**src/rtl/sar_seq_pkg.sv**
```systemverilog
package sar_seq_pkg;
  typedef enum logic [2:0] {
    ST_READY,
    ST_SAMPLE,
    ST_SETTLE,
    ST_STEP,
    ST_LATCH,
    ST_WAIT,
    ST_APD,
    ST_SPD
  } seq_state_e;
endpackage

```
**src/rtl/sar_strobe_edges.sv**
```systemverilog
module sar_strobe_edges (
  input  logic clk_i,
  input  logic rst_ni,
  input  logic start_ni,
  input  logic wr_ni,
  input  logic rd_ni,
  input  logic cs_ni,
  output logic start_fall_o,
  output logic start_rise_o,
  output logic wr_rise_o,
  output logic rd_rise_o,
  output logic cs_prev_o
);
  logic [3:0] cur, prev_q;

  assign cur = {cs_ni, rd_ni, wr_ni, start_ni};

  always_ff @(posedge clk_i or negedge rst_ni) begin
    if (!rst_ni) prev_q <= '1;
    else         prev_q <= cur;
  end

  assign start_fall_o = prev_q[0] & ~cur[0];
  assign start_rise_o = ~prev_q[0] & cur[0];
  assign wr_rise_o    = ~prev_q[1] & cur[1];
  assign rd_rise_o    = ~prev_q[2] & cur[2];
  assign cs_prev_o    = prev_q[3];
endmodule

```
**src/rtl/sar_core.sv**
```systemverilog
module sar_core #(
  parameter int WIDTH = 8
) (
  input  logic             clk_i,
  input  logic             rst_ni,
  input  logic             clear_i,
  input  logic             step_i,
  input  logic             cmp_i,
  output logic [WIDTH-1:0] trial_o,
  output logic [WIDTH-1:0] sar_o,
  output logic             last_o
);
  localparam logic [WIDTH-1:0] TOP_BIT = {1'b1, {(WIDTH-1){1'b0}}};

  logic [WIDTH-1:0] sar_q, mask_q;

  always_ff @(posedge clk_i or negedge rst_ni) begin
    if (!rst_ni) begin
      sar_q  <= '0;
      mask_q <= '0;
    end else if (clear_i) begin
      sar_q  <= '0;
      mask_q <= TOP_BIT;
    end else if (step_i) begin
      if (cmp_i) sar_q <= sar_q | mask_q;
      mask_q <= mask_q >> 1;
    end
  end

  assign trial_o = sar_q | mask_q;
  assign sar_o   = sar_q;
  assign last_o  = mask_q[0];
endmodule

```
**src/rtl/sar_ctrl.sv**
```systemverilog
module sar_ctrl
  import sar_seq_pkg::*;
#(
  parameter int SAMPLE_CYC = 6
) (
  input  logic       clk_i,
  input  logic       rst_ni,
  input  logic       sw_mode_i,
  input  logic       cs_ni,
  input  logic       cs_prev_i,
  input  logic       start_fall_i,
  input  logic       start_rise_i,
  input  logic       wr_rise_i,
  input  logic       rd_rise_i,
  input  logic       last_i,
  output seq_state_e state_o
);
  localparam int CNT_W = (SAMPLE_CYC > 1) ? $clog2(SAMPLE_CYC) : 1;
  localparam logic [CNT_W-1:0] CNT_END = CNT_W'(SAMPLE_CYC - 1);

  seq_state_e       state_q, state_d;
  logic [CNT_W-1:0] cnt_q, cnt_d;
  logic             armed_q;
  logic             sel, go, spd_in, spd_out;

  assign sel     = ~cs_ni;
  assign go      = sel & (sw_mode_i ? (wr_rise_i | (rd_rise_i & armed_q)) : start_fall_i);
  assign spd_in  = cs_ni & cs_prev_i;
  assign spd_out = ~cs_ni & ~cs_prev_i;

  always_comb begin
    state_d = state_q;
    cnt_d   = '0;
    if (spd_in && state_q != ST_SPD) begin
      state_d = ST_SPD;
    end else begin
      unique case (state_q)
        ST_READY:  if (go) state_d = ST_SAMPLE;
        ST_SAMPLE: begin
          if (sw_mode_i) begin
            if (cnt_q == CNT_END) state_d = ST_SETTLE;
            else                  cnt_d   = cnt_q + 1'b1;
          end else if (start_rise_i) begin
            state_d = ST_SETTLE;
          end
        end
        ST_SETTLE: state_d = ST_STEP;
        ST_STEP:   if (last_i) state_d = ST_LATCH;
        ST_LATCH:  state_d = ST_WAIT;
        ST_WAIT: begin
          if (go)                     state_d = ST_SAMPLE;
          else if (sel && rd_rise_i)  state_d = ST_READY;
          else                        state_d = ST_APD;
        end
        ST_APD: begin
          if (go)                     state_d = ST_SAMPLE;
          else if (sel && rd_rise_i)  state_d = ST_READY;
        end
        ST_SPD:    if (spd_out) state_d = ST_READY;
        default:   state_d = ST_READY;
      endcase
    end
  end

  always_ff @(posedge clk_i or negedge rst_ni) begin
    if (!rst_ni) begin
      state_q <= ST_READY;
      cnt_q   <= '0;
      armed_q <= 1'b0;
    end else begin
      state_q <= state_d;
      cnt_q   <= cnt_d;
      if (state_q == ST_LATCH) armed_q <= 1'b1;
    end
  end

  assign state_o = state_q;
endmodule

```
**src/rtl/sar_seq.sv**
```systemverilog
module sar_seq
  import sar_seq_pkg::*;
#(
  parameter int WIDTH      = 8,
  parameter int SAMPLE_CYC = 6
) (
  input  logic             clk_i,
  input  logic             rst_ni,
  input  logic             cs_ni,
  input  logic             start_ni,
  input  logic             wr_ni,
  input  logic             rd_ni,
  input  logic             cfg_sw_start_i,
  input  logic             cfg_eoc_mode_i,
  input  logic             cfg_twos_i,
  input  logic             cmp_i,
  output logic             sample_o,
  output logic             cmp_en_o,
  output logic             clk_buf_en_o,
  output logic [WIDTH-1:0] dac_code_o,
  output logic [WIDTH-1:0] result_o,
  output logic             status_o
);
  localparam logic [WIDTH-1:0] SIGN_FLIP = {1'b1, {(WIDTH-1){1'b0}}};

  seq_state_e       state;
  logic             start_fall, start_rise, wr_rise, rd_rise, cs_prev;
  logic             last_step;
  logic [WIDTH-1:0] sar;
  logic [WIDTH-1:0] result_q;
  logic             pulse_q;
  logic             in_conv, powered;

  sar_strobe_edges i_edges (
    .clk_i        (clk_i),
    .rst_ni       (rst_ni),
    .start_ni     (start_ni),
    .wr_ni        (wr_ni),
    .rd_ni        (rd_ni),
    .cs_ni        (cs_ni),
    .start_fall_o (start_fall),
    .start_rise_o (start_rise),
    .wr_rise_o    (wr_rise),
    .rd_rise_o    (rd_rise),
    .cs_prev_o    (cs_prev)
  );

  sar_ctrl #(.SAMPLE_CYC(SAMPLE_CYC)) i_ctrl (
    .clk_i        (clk_i),
    .rst_ni       (rst_ni),
    .sw_mode_i    (cfg_sw_start_i),
    .cs_ni        (cs_ni),
    .cs_prev_i    (cs_prev),
    .start_fall_i (start_fall),
    .start_rise_i (start_rise),
    .wr_rise_i    (wr_rise),
    .rd_rise_i    (rd_rise),
    .last_i       (last_step),
    .state_o      (state)
  );

  sar_core #(.WIDTH(WIDTH)) i_core (
    .clk_i   (clk_i),
    .rst_ni  (rst_ni),
    .clear_i (state == ST_SETTLE),
    .step_i  (state == ST_STEP),
    .cmp_i   (cmp_i),
    .trial_o (dac_code_o),
    .sar_o   (sar),
    .last_o  (last_step)
  );

  always_ff @(posedge clk_i or negedge rst_ni) begin
    if (!rst_ni) begin
      result_q <= '0;
      pulse_q  <= 1'b0;
    end else begin
      pulse_q <= (state == ST_LATCH) & ~cfg_eoc_mode_i;
      if (state == ST_LATCH) result_q <= sar ^ (cfg_twos_i ? SIGN_FLIP : '0);
    end
  end

  assign in_conv      = (state == ST_SETTLE) || (state == ST_STEP) || (state == ST_LATCH);
  assign powered      = (state != ST_APD) && (state != ST_SPD);
  assign sample_o     = (state == ST_SAMPLE);
  assign cmp_en_o     = powered;
  assign clk_buf_en_o = powered;
  assign result_o     = result_q;
  assign status_o     = cfg_eoc_mode_i ? ~in_conv : pulse_q;
endmodule

```
**config.mk**
```make
export PLATFORM = sky130hd
export DESIGN_NAME = sar_seq
export DESIGN_NICKNAME = d
export VERILOG_FILES = /design/src/rtl/sar_seq_pkg.sv /design/src/rtl/sar_strobe_edges.sv /design/src/rtl/sar_core.sv /design/src/rtl/sar_ctrl.sv /design/src/rtl/sar_seq.sv
export SDC_FILE = /design/constraint.sdc
export NUM_CORES = 1
export LEC_CHECK = 0
export ABC_AREA = 1
export BUFFER_PORTS_ARGS = -buffer_cell sky130_fd_sc_hd__buf_4
export CORE_MARGIN = 4
export CORE_UTILIZATION = 49
export CTS_CLUSTER_SIZE = 30
export DETAILED_ROUTE_END_ITERATION = 10
export PLACE_DENSITY = 0.75
export SLEW_MARGIN = 25
export SYNTH_ARGS = -nofsm -noshare
export SYNTH_HDL_FRONTEND = slang
export SYNTH_SLANG_ARGS = --single-unit
```
**constraint.sdc**
```tcl
create_clock -name clk_i -period 1.2 [get_ports clk_i]
set_input_delay 0.18 -clock clk_i [delete_from_list [all_inputs] [get_ports clk_i]]
set_output_delay 0.18 -clock clk_i [all_outputs]
set_load 0.02 [all_outputs]
```
==> results_dict.tcl <==
set metrics [dict create \
    groute.usage.overall_pct 21.8 \
    worst_ir_drop_vdd_v 0.00136 \
    critPathArrivalTime_ps 1360 \
    syn_nets 199 \
    power_leakage_nw 1.31 \
    critPathKind "reg -> out" \
    cts_root_buffer "clkbuf_4" \
    htree_levels 2 \
    dr_total_vias 1735 \
    grt_pass1_wl_um 7050 \
    tightestPinTransition_ps 587 \
    syn_to_final_growth_pct 61.4 \
    outcome "finished, violations left" \
    drt_drc_violations_left 0 \
    cap_viol_max_count 0 \
    latest_clock_arrival_within_the_worst_skew_pair_ps 360 \
    power-per-cell-area_mw_per_mm2 2360 \
    row_count 20 \
    initial_core_util_pct 52.6 \
    min_period_over_period_pct 128 \
    grt_pass1_vias 1641 \
    floorplan.io_pins 30 \
    ys_types 26 \
    timing.final.crit_period_ps 1540 \
    die_w_um 65.9 \
    yosys_warnings 0 \
    path_cells "inv_4 -> nor3_4 -> buf_4 -> buf_6" \
    setup-violations-final 34 \
    postSynthRegisterBits 36 \
    dp.cells 274 \
    hold_worst_path_end "result_o[7]" \
    timing.critical_path.required_ps 1020 \
    tritoncts_clock_tree "built" \
    finalNetCount 283 \
    slowest_delay_ps 470 \
    startpoint_type "flip-flop" \
    viasPerCell 5.47 \
    die_span_in_y_um 65.9 \
    holdCritStartpoint "cfg_twos_i" \
    switchingPower_mw 2.70 \
    critical_path.slowest_cell "dfrtp_2" \
    hpwl_um 2530 \
    place.gp.congestion 0.777 \
    power.internal_mw 3.57 \
    final-hold-violation-count 0 \
    cts.reportedPaths.clkPinSlew_ps 110 \
    worstPathMaxFanout 5 \
    p_total_mw 6.27 \
    failed_checks "negative setup slack" \
    grt_start_max_net_pins 37 \
    final-instance-count-excl-fill 317 \
    number_of_buffers_inserted_during_clock_tree_synthesis 5 \
    placeableCoreArea_mm2 0.00313 \
    die-area_mm2 0.00435 \
    critPathCaptureType "primary output" \
    rr_startpoint "i_ctrl.state_o[2]" \
    clock_sinks 36 \
    reg2reg_depth 9 \
    dr.first_iter.drc_count 114 \
    pwr-share-comb_pct 59.7 \
    layout_setup_ws_ps -341 \
    syn-instance-count 189 \
    avgRoutedWirePerCell_um 17.3 \
    power.share.clock_pct 12.0 \
    synth_seq_area_share_pct 55.1 \
    syn_area_mm2 0.00164 \
    slew_viol_final 0 \
    detail-route-antenna-nets 0 \
    timing.reg2reg.setup_slack_ps -340 \
    timing.rr.end "i_ctrl.state_o[1]" \
    post_synth.cell_area_avg_um2 8.70 \
    whs_path_depth 3 \
    grt_remaining_overflow 0 \
    clock_tree.buffer_depth 2 \
    worst_clock_skew_ps 11.6 \
    drt-pass1-iter-count 4 \
    achievable-frequency_mhz 649 \
    worst_hold_path_type "in -> reg" \
    port_buffers 29 \
    power.share.switching_pct 43.1 \
    final_layout_size_suffix_gt1_share_pct 56.0 \
    worst_slew_margin_rel_pct 60.6 \
    hold_ws_ps 109 \
    unrepaired_setup_endpoints_after_global_routing "true" \
    diodes 0 \
    number_of_antenna_violations_at_the_first_check_in_global_routing 0 \
    finalWirelength_um 5480 \
    share_seq_of_total_power_pct 28.3 \
]
## worst max-delay path, delay by kind of cell (launching register included)
family / cells / cell delay (ps)
AND/OR/NAND/NOR: 1 / 220
buffers and inverters: 3 / 320
flip-flops: 1 / 470
## cell type report
| class | count | area [µm²] |
|---|---|---|
| Timing Repair Buffer | 82 | 728 |
| Inverter | 31 | 119 |
| Clock buffer | 7 | 65.1 |
| Tap cell | 44 | 55.1 |
| Sequential cell | 36 | 910 |
| Multi-Input combinational cell | 117 | 777 |
| Fill cell | 157 | 474 |
## through the flow
step / setup WS, ps / TNS, ps / instance area [µm²] / util [%]
floorplan: -148 / -562 / 1660 / -
global placement: -137 / -555 / 2020 / 64.5
detailed placement: -196 / -1140 / 2020 / 64.5
CTS: -295 / -2170 / 2390 / 76.5
global route: -449 / -5430 / 2650 / 84.8
finish: -341 / -3260 / 2650 / 84.8
## timing repair
action / 4_1_cts / 5_1_grt
setup endpoints to repair: 31 / 41
cloned: 0 / 1
setup buffers: 16 / 17
gates resized for setup: 46 / 44
pin swaps: 9 / 9
hold buffers: 5 / 1
hold endpoints to repair: 36 / 1
## worst max path at each step
stage | slack (ps) | from | end | cells past startpoint
after global routing | -450 | i_ctrl.cnt_q[0] | i_ctrl.state_o[1] | 7
after CTS | -290 | i_ctrl.state_o[1] | status_o | 5
after global placement | -140 | i_ctrl.state_o[0] | i_ctrl.state_o[2] | 7
final | -340 | i_ctrl.state_o[0] | sample_o | 4
after floorplan | -150 | i_ctrl.state_o[0] | i_ctrl.state_o[1] | 8
after detailed placement | -200 | i_ctrl.state_o[0] | i_ctrl.state_o[1] | 7
## kinds of logic after synthesis
family | Yosys count | share of synthesized area, %
AOI/OAI and AO/OA | 30 | 10.1
xor gates and xnor gates | 1 | 0.533
buffers and inverters | 36 | 9.44
DFF | 36 | 55.1
and+or+nand+nor | 86 | 24.8
## synthesized netlist by cell type (all sizes together)
master / number / share of area, %
a21oi: 5 / 1.5
buf: 4 / 2.1
clkbuf: 1 / 0.23
dfrtp: 32 / 49
dfstp: 4 / 6.4
inv: 31 / 7.1
nand2: 49 / 11
nand3: 13 / 5.6
nand3b: 3 / 1.4
nand4: 1 / 0.38
nor2: 16 / 4.1
nor3: 2 / 0.91
nor4b: 1 / 0.53
o21ai: 12 / 3.7
o22ai: 13 / 4.9
or2: 1 / 0.38
xnor2: 1 / 0.53
## layer usage
metal  up-vias  global-route usage [%]  part of all wire [%]
met5         -                       0                     0
met4         0                    12.2                   3.3
met3        20                    4.76                   6.5
met2        84                    38.9                    51
met1       862                    23.5                    39
li1        769                       -                     -
## flip-flops by register name, summed over array words and instances (netlist names)
signal	flops
i_core.mask_q	8
i_core.sar_o	8
i_ctrl.armed_q	1
i_ctrl.cnt_q	3
i_ctrl.state_o	3
i_edges.prev_q	4
pulse_q	1
result_o	8
## placed cells by master (no fill, tap or decap), types with 7 or more instances in the layout
cell type	n
inv_2	18
dfrtp_1	29
buf_6	18
nand2_1	34
nor2_1	8
o22ai_2	7
inv_1	12
o21ai_0	7
buf_4	56
nand2_2	12
nand3_1	7
## power by group through the flow
| stage | Sequential [mW] | Clock (mW) | Combinational [mW] |
|---|---|---|---|
| after floorplan | 1.73 | 0 | 1.46 |
| after global placement | 1.71 | 0 | 2.27 |
| after detailed placement | 1.73 | 0 | 2.33 |
| after CTS | 1.73 | 0.736 | 2.97 |
| after global routing | 1.80 | 0.818 | 3.95 |
| final | 1.77 | 0.753 | 3.74 |
No activity file was read; power rests on OpenSTA's default activity.
